### config.mk
export PLATFORM = sky130hd
export DESIGN_NAME = tw_lookup_cache
export DESIGN_NICKNAME = d
export VERILOG_FILES = /design/src/rtl/tw_cache_pkg.sv /design/src/rtl/twc_way_store.sv /design/src/rtl/twc_recency.sv /design/src/rtl/twc_select.sv /design/src/rtl/tw_lookup_cache.sv
export SDC_FILE = /design/constraint.sdc
export NUM_CORES = 1
export LEC_CHECK = 0
export BUFFER_PORTS_ARGS = -buffer_cell sky130_fd_sc_hd__buf_4
export CORE_MARGIN = 2
export CORE_UTILIZATION = 32
export CTS_CLUSTER_SIZE = 25
export DETAILED_ROUTE_END_ITERATION = 10
export PLACE_DENSITY = 0.57
export SLEW_MARGIN = 20
export SYNTH_ARGS = -nofsm -noshare
export SYNTH_HDL_FRONTEND = slang
export SYNTH_SLANG_ARGS = --single-unit
### constraint.sdc
create_clock -name clk -period 7 [get_ports clk]
set_input_delay 1.4 -clock clk [delete_from_list [all_inputs] [get_ports clk]]
set_output_delay 1.4 -clock clk [all_outputs]
set_load 0.01 [all_outputs]
### src/rtl/tw_cache_pkg.sv
package tw_cache_pkg;
  localparam int WORD_W  = 32;
  localparam int ADDR_W  = 32;
  localparam int BYTE_OFF = 2;
  localparam int NUM_WAYS = 2;

  // Registered result of one lookup.
  typedef struct packed {
    logic              hit;
    logic              way;
    logic [WORD_W-1:0] data;
  } lookup_res_t;
endpackage

### src/rtl/twc_way_store.sv
module twc_way_store #(
  parameter int SETS   = 4,
  parameter int TAG_W  = 28,
  parameter int DATA_W = 32
) (
  input  logic                    clk,
  input  logic                    rst_n,
  input  logic [$clog2(SETS)-1:0] rd_set,
  output logic                    rd_valid,
  output logic [TAG_W-1:0]        rd_tag,
  output logic [DATA_W-1:0]       rd_data,
  input  logic                    wr_en,
  input  logic [$clog2(SETS)-1:0] wr_set,
  input  logic [TAG_W-1:0]        wr_tag,
  input  logic [DATA_W-1:0]       wr_data
);
  logic [SETS-1:0]   valid_q;
  logic [SETS-1:0]   valid_d;
  logic [TAG_W-1:0]  tag_q  [SETS];
  logic [DATA_W-1:0] data_q [SETS];

  always_comb begin
    valid_d = valid_q;
    if (wr_en) valid_d[wr_set] = 1'b1;
  end

  always_ff @(posedge clk or negedge rst_n) begin
    if (!rst_n) valid_q <= '0;
    else        valid_q <= valid_d;
  end

  // Tag and data storage carry no reset; the valid bit qualifies them.
  always_ff @(posedge clk) begin
    if (wr_en) begin
      tag_q[wr_set]  <= wr_tag;
      data_q[wr_set] <= wr_data;
    end
  end

  assign rd_valid = valid_q[rd_set];
  assign rd_tag   = tag_q[rd_set];
  assign rd_data  = data_q[rd_set];

  // a fill leaves the line valid with the written tag in the next cycle
  assert_fill_lands_R8: assert property (@(posedge clk) disable iff (!rst_n)
    wr_en |=> (valid_q[$past(wr_set)] && tag_q[$past(wr_set)] == $past(wr_tag)));
endmodule

### src/rtl/twc_recency.sv
module twc_recency #(
  parameter int SETS = 4
) (
  input  logic                    clk,
  input  logic                    rst_n,
  input  logic [$clog2(SETS)-1:0] rd_set,
  output logic                    rd_mru,
  input  logic                    upd_en,
  input  logic [$clog2(SETS)-1:0] upd_set,
  input  logic                    upd_way
);
  // One bit per set: the way referenced most recently.
  logic [SETS-1:0] mru_q;
  logic [SETS-1:0] mru_d;

  always_comb begin
    mru_d = mru_q;
    if (upd_en) mru_d[upd_set] = upd_way;
  end

  always_ff @(posedge clk or negedge rst_n) begin
    if (!rst_n) mru_q <= '0;
    else        mru_q <= mru_d;
  end

  assign rd_mru = mru_q[rd_set];

  // every referenced way becomes the most recent way of its set
  assert_mru_write_R5: assert property (@(posedge clk) disable iff (!rst_n)
    upd_en |=> (mru_q[$past(upd_set)] == $past(upd_way)));
endmodule

### src/rtl/twc_select.sv
module twc_select #(
  parameter int TAG_W = 28
) (
  input  logic [1:0]       way_valid,
  input  logic [TAG_W-1:0] tag0,
  input  logic [TAG_W-1:0] tag1,
  input  logic [TAG_W-1:0] req_tag,
  input  logic             mru,
  output logic [1:0]       match,
  output logic             hit,
  output logic             hit_way,
  output logic             victim_way
);
  // Both ways compared in parallel.
  assign match[0] = way_valid[0] && (tag0 == req_tag);
  assign match[1] = way_valid[1] && (tag1 == req_tag);
  assign hit      = |match;
  assign hit_way  = match[1];

  always_comb begin
    if (!way_valid[0])      victim_way = 1'b0;
    else if (!way_valid[1]) victim_way = 1'b1;
    else                    victim_way = ~mru;
  end
endmodule

### src/rtl/tw_lookup_cache.sv
module tw_lookup_cache
  import tw_cache_pkg::*;
#(
  parameter int SETS = 4
) (
  input  logic        clk,
  input  logic        rst_n,
  input  logic        req_valid,
  input  logic [31:0] req_addr,
  output logic        resp_valid,
  output logic        resp_hit,
  output logic        resp_way,
  output logic [31:0] resp_data,
  input  logic        fill_valid,
  input  logic [31:0] fill_data
);
  localparam int SET_W = $clog2(SETS);
  localparam int TAG_W = ADDR_W - BYTE_OFF - SET_W;

  logic [SET_W-1:0] req_set;
  logic [TAG_W-1:0] req_tag;
  assign req_set = req_addr[BYTE_OFF +: SET_W];
  assign req_tag = req_addr[ADDR_W-1 -: TAG_W];

  // Pending-miss state
  logic             pend_q, pend_d;
  logic [SET_W-1:0] pend_set_q;
  logic [TAG_W-1:0] pend_tag_q;
  logic             pend_way_q;

  logic accept, fill_go;
  assign accept  = req_valid && !pend_q;
  assign fill_go = fill_valid && pend_q;

  // Way storage
  logic [1:0]        way_valid;
  logic [TAG_W-1:0]  way_tag  [NUM_WAYS];
  logic [WORD_W-1:0] way_data [NUM_WAYS];

  for (genvar w = 0; w < NUM_WAYS; w++) begin : g_way
    twc_way_store #(.SETS(SETS), .TAG_W(TAG_W), .DATA_W(WORD_W)) u_store (
      .clk      (clk),
      .rst_n    (rst_n),
      .rd_set   (req_set),
      .rd_valid (way_valid[w]),
      .rd_tag   (way_tag[w]),
      .rd_data  (way_data[w]),
      .wr_en    (fill_go && (pend_way_q == 1'(w))),
      .wr_set   (pend_set_q),
      .wr_tag   (pend_tag_q),
      .wr_data  (fill_data)
    );
  end

  // Recency
  logic             mru;
  logic             upd_en, upd_way;
  logic [SET_W-1:0] upd_set;

  always_comb begin
    upd_en  = 1'b0;
    upd_set = req_set;
    upd_way = 1'b0;
    if (fill_go) begin
      upd_en  = 1'b1;
      upd_set = pend_set_q;
      upd_way = pend_way_q;
    end else if (accept && hit) begin
      upd_en  = 1'b1;
      upd_way = hit_way;
    end
  end

  twc_recency #(.SETS(SETS)) u_recency (
    .clk     (clk),
    .rst_n   (rst_n),
    .rd_set  (req_set),
    .rd_mru  (mru),
    .upd_en  (upd_en),
    .upd_set (upd_set),
    .upd_way (upd_way)
  );

  // Compare and victim choice
  logic [1:0] match;
  logic       hit, hit_way, victim_way;

  twc_select #(.TAG_W(TAG_W)) u_select (
    .way_valid  (way_valid),
    .tag0       (way_tag[0]),
    .tag1       (way_tag[1]),
    .req_tag    (req_tag),
    .mru        (mru),
    .match      (match),
    .hit        (hit),
    .hit_way    (hit_way),
    .victim_way (victim_way)
  );

  // Response next state
  lookup_res_t res_d, res_q;
  logic        rv_q;

  always_comb begin
    res_d.hit  = hit;
    res_d.way  = hit ? hit_way : victim_way;
    res_d.data = hit ? (hit_way ? way_data[1] : way_data[0]) : '0;
  end

  always_comb begin
    pend_d = pend_q;
    if (fill_go)             pend_d = 1'b0;
    else if (accept && !hit) pend_d = 1'b1;
  end

  always_ff @(posedge clk or negedge rst_n) begin
    if (!rst_n) begin
      rv_q   <= 1'b0;
      pend_q <= 1'b0;
    end else begin
      rv_q   <= accept;
      pend_q <= pend_d;
    end
  end

  always_ff @(posedge clk or negedge rst_n) begin
    if (!rst_n) begin
      res_q      <= '0;
      pend_set_q <= '0;
      pend_tag_q <= '0;
      pend_way_q <= 1'b0;
    end else begin
      if (accept) res_q <= res_d;
      if (accept && !hit) begin
        pend_set_q <= req_set;
        pend_tag_q <= req_tag;
        pend_way_q <= victim_way;
      end
    end
  end

  assign resp_valid = rv_q;
  assign resp_hit   = res_q.hit;
  assign resp_way   = res_q.way;
  assign resp_data  = res_q.data;

  // a tag never sits in both ways of one set
  assert_one_match_R3: assert property (@(posedge clk) disable iff (!rst_n)
    req_valid |-> $onehot0(match));
  // accepted strobe answered in the next cycle
  assert_resp_next_R9: assert property (@(posedge clk) disable iff (!rst_n)
    accept |=> resp_valid);
  // no response while a fill is outstanding
  assert_quiet_pending_R9: assert property (@(posedge clk) disable iff (!rst_n)
    pend_q |=> !resp_valid);
  // a reported miss leaves a fill pending
  assert_miss_pends_R6: assert property (@(posedge clk) disable iff (!rst_n)
    (resp_valid && !resp_hit) |-> pend_q);
  // a cold way 0 is always filled first
  assert_cold_way0_R7: assert property (@(posedge clk) disable iff (!rst_n)
    (accept && !way_valid[0]) |=> (!resp_hit && !resp_way));
endmodule

### Word-level counts from Yosys, hierarchy flattened

Memory sizes are Yosys's and may differ from the RTL's.
Cells that the tools add are included.

| cells by class | value |
|---|---|
| $lt $le $gt $ge | 5 |
| eq/ne operators | 2 |
| muxes and demuxes | 27 |
| bitwise gates (word level) | 4 |
| reduce and logical (&&, ||, !) cells | 14 |

Operators with widths:

| kind | count |
|---|---|
| $mux 32 | 2 |
| $eq 28x28->1 | 2 |
| $mux 1 | 18 |
| $logic_and 1x1->1 | 10 |
| $lt 2x3->1 const B | 3 |
| $or 4x4->4 | 2 |
| $bmux 1 s2 | 3 |
| $bwmux 4 | 1 |
| $demux 1 s2 | 2 |
| $ge 2x1->1 const B | 2 |
| $logic_not 1->1 | 2 |
| $mux 2 | 1 |
| $not 1->1 | 2 |
| $reduce_bool 2->1 | 1 |
| $reduce_or 2->1 | 1 |

| storage, ports and cells | value |
|---|---|
| register bits after elaboration | 79 |
| RAM bits | 480 |
| memories | 4 |

Memories:

| memory | words | bits a word | rd ports | clocked after Yosys merged registers in | write ports | RTL line | text |
|---|---|---|---|---|---|---|---|
| g_way[0].u_store.data_q | 4 | 32 | 1 | 0 | 1 | twc_way_store.sv:20 | `logic [DATA_W-1:0] data_q [SETS];` |
| g_way[1].u_store.data_q | 4 | 32 | 1 | 0 | 1 | twc_way_store.sv:20 |  |
| g_way[0].u_store.tag_q | 4 | 28 | 1 | 0 | 1 | twc_way_store.sv:19 | `logic [TAG_W-1:0] tag_q [SETS];` |
| g_way[1].u_store.tag_q | 4 | 28 | 1 | 0 | 1 | twc_way_store.sv:19 |  |

### Logic depth before layout (Yosys ltp)

Gate-level depths: netlist of run 1.

| logic depth | value |
|---|---|
| depth after elaboration | 8 |
| mapped depth | 13 |

### Modules after synthesis

Synthesis of run 1 repeated with hierarchy kept, for this count alone.

| unflattened totals | value |
|---|---|
| cell total of the unflattened synthesis | 943 |
| area total of the unflattened synthesis | 21505.6 um^2 |

By module, submodules not included:

| module | times used | cells an instance | area an instance (um^2) |
|---|---|---|---|
| twc_way_store | 2 | 328 | 8906.0 |
| tw_lookup_cache | 1 | 193 | 2844.0 |
| twc_select | 1 | 81 | 649.4 |
| twc_recency | 1 | 13 | 200.2 |

### Least setup slack after synthesis of run 1

Ideal clock, no wire load.

| timing | value |
|---|---|
| kind | in2reg |
| from | input fill_valid |
| to | register g_way[0].u_store.valid_q[0] |
| library setup time | 0.100 ns |
| arrival | 7.875 ns |
| required time | 6.900 ns |
| path slack | -0.976 ns |
| stages on the path | 3 |
| cells stage by stage | nand2_1 nor4_1 or2_2 |

| between the ends | value |
|---|---|
| word-level cells in the longest chain between the ends | 2 |

Ends and longest elaborated chain:

| element | RTL line | text |
|---|---|---|
| start: declaration | tw_lookup_cache.sv:14 | `input logic fill_valid,` |
| $logic_and 1x1->1 | tw_lookup_cache.sv:33 | `assign fill_go = fill_valid && pend_q;` |
| $logic_and 1x1->1 | tw_lookup_cache.sv:48 | `.wr_en (fill_go && (pend_way_q == 1'(w))),` |
| end signal: assignment | twc_way_store.sv:29 | `else valid_q <= valid_d;` |
| end: declaration | twc_way_store.sv:17 | `logic [SETS-1:0] valid_q;` |

No other way between the ends.
A chain may end at the register's enable or synchronous reset.

### Final worst setup path of run 1

| timing | value |
|---|---|
| from | input req_addr[3] |
| to | register pend_tag_q[27] |

| between the ends | value |
|---|---|
| word-level cells in the longest chain between the ends | 6 |

Ends and longest elaborated chain:

| element | RTL line | text |
|---|---|---|
| start: declaration | tw_lookup_cache.sv:9 | `input logic [31:0] req_addr,` |
| $mem_v2 4x28 / $bmux 1 s2 (equally long branches) | n/a |  |
| $eq 28x28->1 (tied with other cells) | twc_select.sv:15 | `assign match[0] = way_valid[0] && (tag0 == req_tag);` |
| $logic_and 1x1->1, on equally long branches | twc_select.sv:15, twc_select.sv:16 |  |
| $reduce_or 2->1 (*) | twc_select.sv:17 | `assign hit = \|match;` |
| $logic_not 1->1 (*) | tw_lookup_cache.sv:134 | `if (accept && !hit) begin` |
| $logic_and 1x1->1 (*) | tw_lookup_cache.sv:134 |  |
| end signal: assignment | tw_lookup_cache.sv:136 | `pend_tag_q <= req_tag;` |
| end: declaration | tw_lookup_cache.sv:28 | `logic [TAG_W-1:0] pend_tag_q;` |

Every way passes the cells marked *; elsewhere a longest branch is shown, timed or not. The select of a mux whose other input is x is not followed.

==> results of run 1 <==
synthesized netlist by cell type, types with 2 or more instances:
cell type / number / area (um2)
edfxtp_1: 480 / 14400
o21ai_0: 8 / 40.0
nor2_1: 46 / 173
a21boi_0: 2 / 15.0
dfrtp_1: 79 / 1980
a22oi_1: 2 / 15.0
xnor2_1: 28 / 245
or2_2: 9 / 56.3
nand3_1: 28 / 140
nor3_1: 9 / 45.0
buf_2: 9 / 45.0
nand2_1: 13 / 48.8
clkbuf_1: 22 / 82.6
nor2b_1: 2 / 12.5
a22o_1: 2 / 17.5
a21oi_1: 14 / 70.1
a41oi_1: 3 / 26.3
buf_4: 7 / 52.6
buf_6: 10 / 113
a211o_1: 2 / 17.5
a2bb2oi_1: 5 / 43.8
nor3b_1: 6 / 45.0
nand4_1: 5 / 31.3
nand2b_1: 29 / 181
buf_1: 4 / 15.0
xor2_1: 20 / 175
nor4_2: 2 / 25.0
inv_1: 10 / 37.5
mux2_2: 4 / 45.0
nor4_1: 3 / 18.8
o2111ai_1: 2 / 17.5
mux2i_1: 54 / 541
a31oi_1: 29 / 181
o22ai_1: 4 / 25.0
mux2_4: 29 / 435
mux4_2: 102 / 2300
power by group through the flow:
| stage | Combinational [W] | Clock (W) | Sequential (W) |
|---|---|---|---|
| after floorplan | 0.000428 | 0 | 0.00416 |
| after global placement | 0.000750 | 0 | 0.00417 |
| after detailed placement | 0.000758 | 0 | 0.00419 |
| after CTS | 0.000759 | 0.00303 | 0.00412 |
| after global routing | 0.000806 | 0.00317 | 0.00415 |
| final | 0.000741 | 0.00297 | 0.00412 |
stage by stage:
stage / utilization / area, um2
3_5_place_dp: 0.352 / 23700
2_1_floorplan: - / 21900
4_1_cts: 0.379 / 25600
5_1_grt: 0.379 / 25600
6_report: 0.379 / 25600
3_3_place_gp: 0.352 / 23700
worst paths after layout:
check	startpoint	endpoint	slack, ns	cells after the start
max	req_addr[3]	pend_tag_q[27]	2.24	11
min	g_way[0].u_store.valid_q[3]	g_way[0].u_store.valid_q[3]	0.46	1
max reg2reg	g_way[0].u_store.tag_q[3][0]	pend_tag_q[27]	3.57	9
min reg2reg	g_way[0].u_store.valid_q[3]	g_way[0].u_store.valid_q[3]	0.46	1
max in group asynchronous	rst_n	resp_data[12]	4.99	2
min in group asynchronous	rst_n	pend_tag_q[13]	0.79	1
sequential cells by signal, indices dropped and copies added, names as in the netlist:
name / flops
resp_data: 32
resp_hit: 1
resp_way: 1
pend_q: 1
pend_tag_q: 28
g_way.u_store.data_q: 256
resp_valid: 1
u_recency.mru_q: 4
g_way.u_store.tag_q: 224
pend_set_q: 2
g_way.u_store.valid_q: 8
pend_way_q: 1
kinds of logic (layout without fill, tap and decap cells):
family          after synthesis  in the layout  synth area share
xor+xnor                     48             48            0.0192
flops                       559            559             0.747
mux                         189            189             0.151
compound gates               82             82            0.0258
simple gates                162            162            0.0404
buf+inv                      63            241            0.0159
worst max-delay path: stages:
cell       delay, ns
buf_6           0.57
buf_4           0.43
mux2i_1         0.32
a22o_1          0.22
nor4_1          0.07
a31oi_1         0.24
nand4bb_1       0.22
o22ai_4         0.13
nor2_4          0.59
buf_4           0.55
mux2_2          0.39
area by class of cell:
class	instances	area share
Sequential cell	559	0.641
Multi-Input combinational cell	481	0.206
Clock buffer	66	0.0554
Tap cell	873	0.0427
Timing Repair Buffer	128	0.0380
Clock inverter	36	0.0153
Inverter	11	0.00162
routing by layer:
metal  wire, um  GRT usage
met1      23200      0.203
met2      22400      0.214
met3       2920     0.0348
met4        745     0.0326
met5         50          0
==> impl_metrics.yaml, run 1 <==
run_status:
  status: "finished, final reports clean"
finish:
  multi_input_area_um2: 5250
  layout_commonest_cell: "edfxtp_1"
  final_cell_mix: "480 x edfxtp_1, 126 x buf_4, 102 x mux4_2"
  stdcell_count: 2154
  area_growth_pct: 16.5
  layout.nets: 1303
  n_antenna_cell: 0
  drive_gt1_frac: 0.289
  n_fill_cell: 6177
  seq_area_um2: 16400
floorplanning:
  ios: 103
  start_util: 0.325
  dieArea_um2: 70600
  die_h_um: 266
  coreArea_um2: 67500
  placementRows: 95
  die_w_um: 266
global_route:
  overflow: 0
  grt_max_degree: 71
  grtUsageTotal: 0.140
  grt_pass1_vias: 11100
  grt_pass1_wl_um: 73300
  antenna_found_initial: 4
pwr:
  p_seq_frac: 0.526
  p_comb_frac: 0.095
  p_clk_frac: 0.379
  p_total_w: 0.00783
  p_per_area_nw_per_um2: 306
  power_leakage_nw: 8.59
  vdd_drop_max_mv: 0.203
  swShare: 0.234
  p_int_w: 0.00599
  p_switching_w: 0.00183
timing:
  relSlewSlack: 0.330
  setup_tns_ns: 0
  holdWs_ns: 0.460
  finalSetupViolCount: 0
  fin_crit_sh: 0.680
  fin_ws_ns: 2.24
  final.setup_skew_ns: 0.0364
  rsz0062_at_grt: "no"
  fin_crit_ns: 4.76
  tightest_slew_ns: 1.00
  timing.fmax_ghz: 0.210
  hold_viol_final: 0
  finalMaxSlewViolations: 0
synthesis:
  syn_avg_cell_area_um2: 19.9
  synth_ff_type: "edfxtp_1"
  synth_cells: 1103
  synthesis.area_um2: 21900
  async_reset_ff_frac: 0.141
  synth_edf_count: 480
  synth_seq_cells: 559
  synthesis.nets: 1171
  yosysSeqAreaShare: 0.747
  yosysUniqueCellTypes: 56
  yosys_warnings: 0
hold_path:
  hold_class: "flip-flop to flip-flop"
placed_design:
  gp_congestion: 0.750
  dp_cells: 2052
  hpwl_um: 27700
  pre_cts_ws_ns: 1.59
  port_buffers: 100
drt:
  vias: 10700
  drt_iter0_markers: 679
  drt-total-wl_um: 49300
  wl_per_cell_um: 22.9
  drc_errors: 0
  drtPass1Iterations: 5
  via_per_inst: 4.97
  ant_nets: 0
setup_path:
  crit_path_start_kind: "input port"
  critical_path.max_fanout: 66
  worstSetupPathType: "input port to flip-flop"
  cp.required_ns: 7.49
  worstSetupEndpointType: "flip-flop"
  cp.arrival_ns: 5.25
clock_tree:
  numCtsBuffers: 54
  clk_latency_ns: 0.64
  cts_tree: "done"
  clk_path_buf_depth: 3
  cts.hold.buffers_added: 0
  path_clk_slew_ns: 0.06
  root_buffer: "clkbuf_16"
  cts-resized-gates: 0
  cts_htree_levels: 2
  clock_sinks: 559
  post_cts_buffers: 0
run:
  cap_violations: 0
No activity file was read; power rests on OpenSTA's default activity.
==> inputs of run 2 (changes only) <==
--- a/config.mk
+++ b/config.mk
@@ -10,7 +10,7 @@
 export CORE_UTILIZATION = 32
 export CTS_CLUSTER_SIZE = 25
 export DETAILED_ROUTE_END_ITERATION = 10
-export PLACE_DENSITY = 0.57
+export PLACE_DENSITY = 0.55
 export SLEW_MARGIN = 20
 export SYNTH_ARGS = -nofsm -noshare
 export SYNTH_HDL_FRONTEND = slang
==> constraint.sdc (replaced) <==
create_clock -name clk -period 4.7 [get_ports clk]
set_input_delay 0.94 -clock clk [delete_from_list [all_inputs] [get_ports clk]]
set_output_delay 0.94 -clock clk [all_outputs]
set_load 0.01 [all_outputs]
==> impl_metrics.yaml, run 2 (synthesis results as in run 1) <==
floorplanning:
  start_util: 0.325
  dieArea_um2: 70600
  ios: 103
  die_w_um: 266
  placementRows: 95
  coreArea_um2: 67500
  die_h_um: 266
finish:
  stdcell_count: 2168
  n_antenna_cell: 0
  largest-register: "g_way.u_store.data_q"
  largest_reg_flops: 256
  final_cell_mix: "480 x edfxtp_1, 127 x buf_4, 102 x mux4_2"
  finish.utilization: 0.382
  layout_commonest_cell: "edfxtp_1"
  drive_gt1_frac: 0.300
  area_growth_pct: 17.7
  layout.nets: 1315
  fin_area_um2: 25800
clock_tree:
  clk_path_buf_depth: 3
  path_clk_slew_ns: 0.06
  post_cts_buffers: 0
  clock_sinks: 559
  cts-resized-gates: 0
  cts_tree: "done"
  cts_htree_levels: 2
  clk_latency_ns: 0.61
  numCtsBuffers: 57
  cts.hold.buffers_added: 0
  root_buffer: "clkbuf_16"
setup_path:
  critPathTopFamily: "simple AND/OR/NAND/NOR gates"
  cp.required_ns: 5.18
  worst_r2r_endpoint: "pend_tag_q[1]"
  path_buf_inv: 3
  rrSetupSlack_ns: 1.54
  slowest_delay_ns: 0.54
  crit_top_cell: "buf_12"
  rr_startpoint: "g_way[1].u_store.tag_q[0][22]"
  reg2reg_depth: 9
  cp.arrival_ns: 4.12
  worstSetupPathType: "input port to flip-flop"
  critical_path.max_fanout: 34
  worstSetupEndpointType: "flip-flop"
  path_cells: "clkbuf_8 > buf_12 > mux4_2 > xnor2_1 > nor4_1 > nand4_2 > o22ai_4 > nor2_4 > buf_12 > mux2_4"
  cp_slowest_cell: "mux4_2"
  crit_path_start_kind: "input port"
drt:
  drt-total-wl_um: 49800
  via_per_inst: 4.91
  drc_errors: 0
  drtPass1Iterations: 6
  drt_iter0_markers: 823
  wl_per_cell_um: 23.0
  vias: 10600
  ant_nets: 0
pwr:
  vdd_drop_max_mv: 0.313
  p_per_area_nw_per_um2: 457
  power_leakage_nw: 8.73
timing:
  tightest_slew_ns: 0.877
  timing.fmax_ghz: 0.275
  fin_crit_sh: 0.774
  fin_crit_ns: 3.64
  finalSetupViolCount: 0
  final.setup_skew_ns: 0.0169
  setup_tns_ns: 0
  finalMaxSlewViolations: 0
  rsz0062_at_grt: "no"
  relSlewSlack: 0.415
  hold_viol_final: 0
global_route:
  grt_pass1_wl_um: 74200
  antenna_found_initial: 3
  grt_max_degree: 54
  overflow: 0
  grtUsageTotal: 0.142
  grt_pass1_vias: 11200
placed_design:
  hpwl_um: 29100
  gp_congestion: 0.771
  dp_cells: 2061
  port_buffers: 100
  placed_area_um2: 23900
run:
  cap_violations: 0
run_status:
  status: "finished, final reports clean"
hold_path:
  hold_class: "input port to async pin"
==> run 2: cell count changes in the layout (fill, tap and decap cells not counted) <==
| cell | change |
|---|---|
| buf_12 | +8 |
| buf_4 | +1 |
| bufinv_16 | -2 |
| clkbuf_16 | +4 |
| clkbuf_8 | +5 |
| clkinv_1 | -5 |
| clkinv_16 | -1 |
| clkinv_2 | +5 |
| clkinv_4 | -1 |
| clkinv_8 | +1 |
| clkinvlp_4 | -1 |
| nor3_2 | -1 |
| nor3_4 | +1 |
==> run 2: worst max-delay path by stage <==
stage / startpoint / end / slack (ns) / cells past startpoint
4_1_cts: req_addr[2] / pend_tag_q[1] / 1.04 / 10
3_5_place_dp: req_addr[2] / pend_tag_q[8] / 0.40 / 10
3_3_place_gp: req_addr[2] / pend_tag_q[10] / 0.42 / 10
5_1_grt: req_addr[2] / pend_tag_q[18] / 0.96 / 10
2_1_floorplan: fill_valid / g_way[0].u_store.valid_q[1] / -1.16 / 3
6_report: req_addr[2] / pend_tag_q[1] / 1.06 / 10
==> run 2: through the flow <==
| step | hold slack, ns | worst slack, ns | total power [W] |
|---|---|---|---|
| 4_1_cts | 0.276 | 1.04 | 0.0119 |
| 3_3_place_gp | 0.446 | 0.419 | 0.00734 |
| 3_5_place_dp | 0.453 | 0.403 | 0.00738 |
| 5_1_grt | 0.304 | 0.957 | 0.0122 |
| 6_report | 0.295 | 1.06 | 0.0118 |
| 2_1_floorplan | 0.434 | -1.16 | 0.00684 |
==> run 2: power by group <==
| group | internal, W | switching (W) | total, W |
|---|---|---|---|
| registers | 0.00589 | 0.000249 | 0.00614 |
| logic | 0.000511 | 0.000606 | 0.00112 |
| clock network | 0.00265 | 0.00188 | 0.00453 |
| total | 0.00905 | 0.00274 | 0.0118 |
==> run 2: layout make-up <==
class	count	area, um2
fill	6131	41700
multi-input combinational	481	5260
tap	873	1090
sequential	559	16400
timing repair buffer	137	1140
inverter	11	41.3
clock buffer	75	1590
clock inverter	32	308
==> run 2: routing by layer <==
metal / up-vias / share of wire / GRT usage
li1: 4725 / - / -
met1: 5616 / 0.46 / 0.198
met2: 235 / 0.47 / 0.226
met3: 57 / 0.056 / 0.0344
met4: 6 / 0.013 / 0.0313
met5: - / 0.00092 / 0
==> inputs of run 3 (changes only) <==
--- a/config.mk
+++ b/config.mk
@@ -10,7 +10,7 @@
 export CORE_UTILIZATION = 32
 export CTS_CLUSTER_SIZE = 25
 export DETAILED_ROUTE_END_ITERATION = 10
-export PLACE_DENSITY = 0.55
+export PLACE_DENSITY = 0.57
 export SLEW_MARGIN = 20
 export SYNTH_ARGS = -nofsm -noshare
 export SYNTH_HDL_FRONTEND = slang
==> constraint.sdc (replaced) <==
create_clock -name clk -period 3 [get_ports clk]
set_input_delay 0.6 -clock clk [delete_from_list [all_inputs] [get_ports clk]]
set_output_delay 0.6 -clock clk [all_outputs]
set_load 0.01 [all_outputs]
==> impl_metrics.yaml, run 3 (synthesis results as in run 1) <==
floorplanning:
  die_h_um: 266
  start_util: 0.325
  coreArea_um2: 67500
  ios: 103
  dieArea_um2: 70600
  die_w_um: 266
  placementRows: 95
hold_path:
  worstHoldStart: "fill_data[30]"
  hold_path_depth: 1
  hold_class: "input port to flip-flop"
  whs_endpoint: "g_way[1].u_store.data_q[1][30]"
clock_tree:
  root_buffer: "clkbuf_16"
  cts_tree: "done"
  numCtsBuffers: 59
  path_clk_slew_ns: 0.06
  clk_latency_ns: 0.63
  cts_htree_levels: 2
  clock_sinks: 559
  clk_path_buf_depth: 3
finish:
  layout.nets: 1371
  drive_gt1_frac: 0.331
  fin_area_um2: 26500
  largest-register: "g_way.u_store.data_q"
  layout_commonest_cell: "edfxtp_1"
  n_antenna_cell: 0
  n_fill_cell: 6116
  area_growth_pct: 20.7
  final_cell_mix: "480 x edfxtp_1, 170 x buf_4, 102 x mux4_2"
  largest_reg_flops: 256
placed_design:
  gp_congestion: 0.770
  placed_area_um2: 24500
  hpwl_um: 29400
  port_buffers: 100
timing:
  finalMaxSlewViolations: 0
  holdWs_ns: 0.198
  timing.fmax_ghz: 0.351
  relSlewSlack: 0.536
  tightest_slew_ns: 0.696
  finalSetupViolCount: 0
  hold_viol_final: 0
  fin_crit_ns: 2.85
  final.setup_skew_ns: 0.0403
  fin_crit_sh: 0.949
  setup_tns_ns: 0
  rsz0062_at_grt: "no"
setup_path:
  critical_path.max_fanout: 13
  rr_startpoint: "g_way[1].u_store.tag_q[3][18]"
  cp_slowest_cell: "mux4_2"
  crit_path_start_kind: "input port"
  cp.required_ns: 3.48
  slowest_delay_ns: 0.50
  worst_r2r_endpoint: "resp_data[5]"
  rrSetupSlack_ns: 0.21
  worstSetupEndpointType: "flip-flop"
  reg2reg_depth: 8
  path_buf_inv: 4
  cp.arrival_ns: 3.32
  critPathLaunch: "req_addr[2]"
  worstSetupPathType: "input port to flip-flop"
  crit_top_cell: "buf_4"
  critPathTopFamily: "multiplexers"
  path_cells: "clkbuf_8 > buf_4 > buf_4 > mux4_2 > xnor2_1 > nand4_1 > nor2_1 > nand4bb_1 > o22ai_4 > nor2_4 > buf_12 > mux2_4"
global_route:
  grt_pass1_vias: 11600
  antenna_found_initial: 0
  grtUsageTotal: 0.142
  grt_pass1_wl_um: 74800
  grt_max_degree: 47
  overflow: 0
drt:
  ant_nets: 0
  drtPass1Iterations: 5
  wl_per_cell_um: 22.2
  vias: 11000
  via_per_inst: 4.94
  drc_errors: 0
  drt_iter0_markers: 779
  drt-total-wl_um: 49500
pwr:
  p_total_w: 0.0188
  p_per_area_nw_per_um2: 711
  vdd_drop_max_mv: 0.540
  power_leakage_nw: 9.09
run_status:
  status: "finished, final reports clean"
run:
  cap_violations: 0
## run 3: where the power goes
group	internal [W]	switching [W]	total, W	leakage, nW
logic	0.000896	0.000962	0.00186	2.84
clock network	0.00432	0.00301	0.00733	0.977
registers	0.00922	0.000399	0.00962	5.27
total	0.0144	0.00437	0.0188	9.09
## run 3: per-stage QoR
stage	setup slack, ns	utilization	cells
floorplan	-0.786	-	1103
detailed placement	-0.557	0.362	2114
finish	0.154	0.392	2225
CTS	0.0846	0.392	2225
global route	0.0376	0.392	2225
global placement	-0.526	0.362	2114
## run 3: area by class of cell
class | instances | area [um2] | area share
inverter | 11 | 41.3 | 0.00156
multi-input combinational | 481 | 5300 | 0.200
timing repair buffer | 191 | 1660 | 0.0628
sequential | 559 | 16400 | 0.619
clock buffer | 80 | 1670 | 0.0630
tap | 873 | 1090 | 0.0413
clock inverter | 30 | 318 | 0.0120
## run 3: timing repair
action                                  in CTS  in global routing
resized for setup                            0                  1
endpoints found under the setup margin       0                 29
hold buffers                                 1                  0
setup buffers                                0                  0
hold endpoints to repair                    20                  0
## run 3: metal layers
metal  track usage  up-vias  share of wire
li1              -     4838              -
met1         0.193     5802           0.44
met2         0.232      295           0.48
met3        0.0324       67          0.062
met4        0.0354        0          0.018
met5             0        -              0
## run 3: worst max-delay path by stage
stage	end	slack (ns)	cells after the start
after global placement	pend_tag_q[13]	-0.53	12
final	pend_tag_q[19]	0.15	12
after global routing	resp_data[6]	0.04	13
after detailed placement	pend_tag_q[20]	-0.56	12
after floorplan	g_way[1].u_store.data_q[1][0]	-0.79	2
after CTS	pend_tag_q[6]	0.08	12
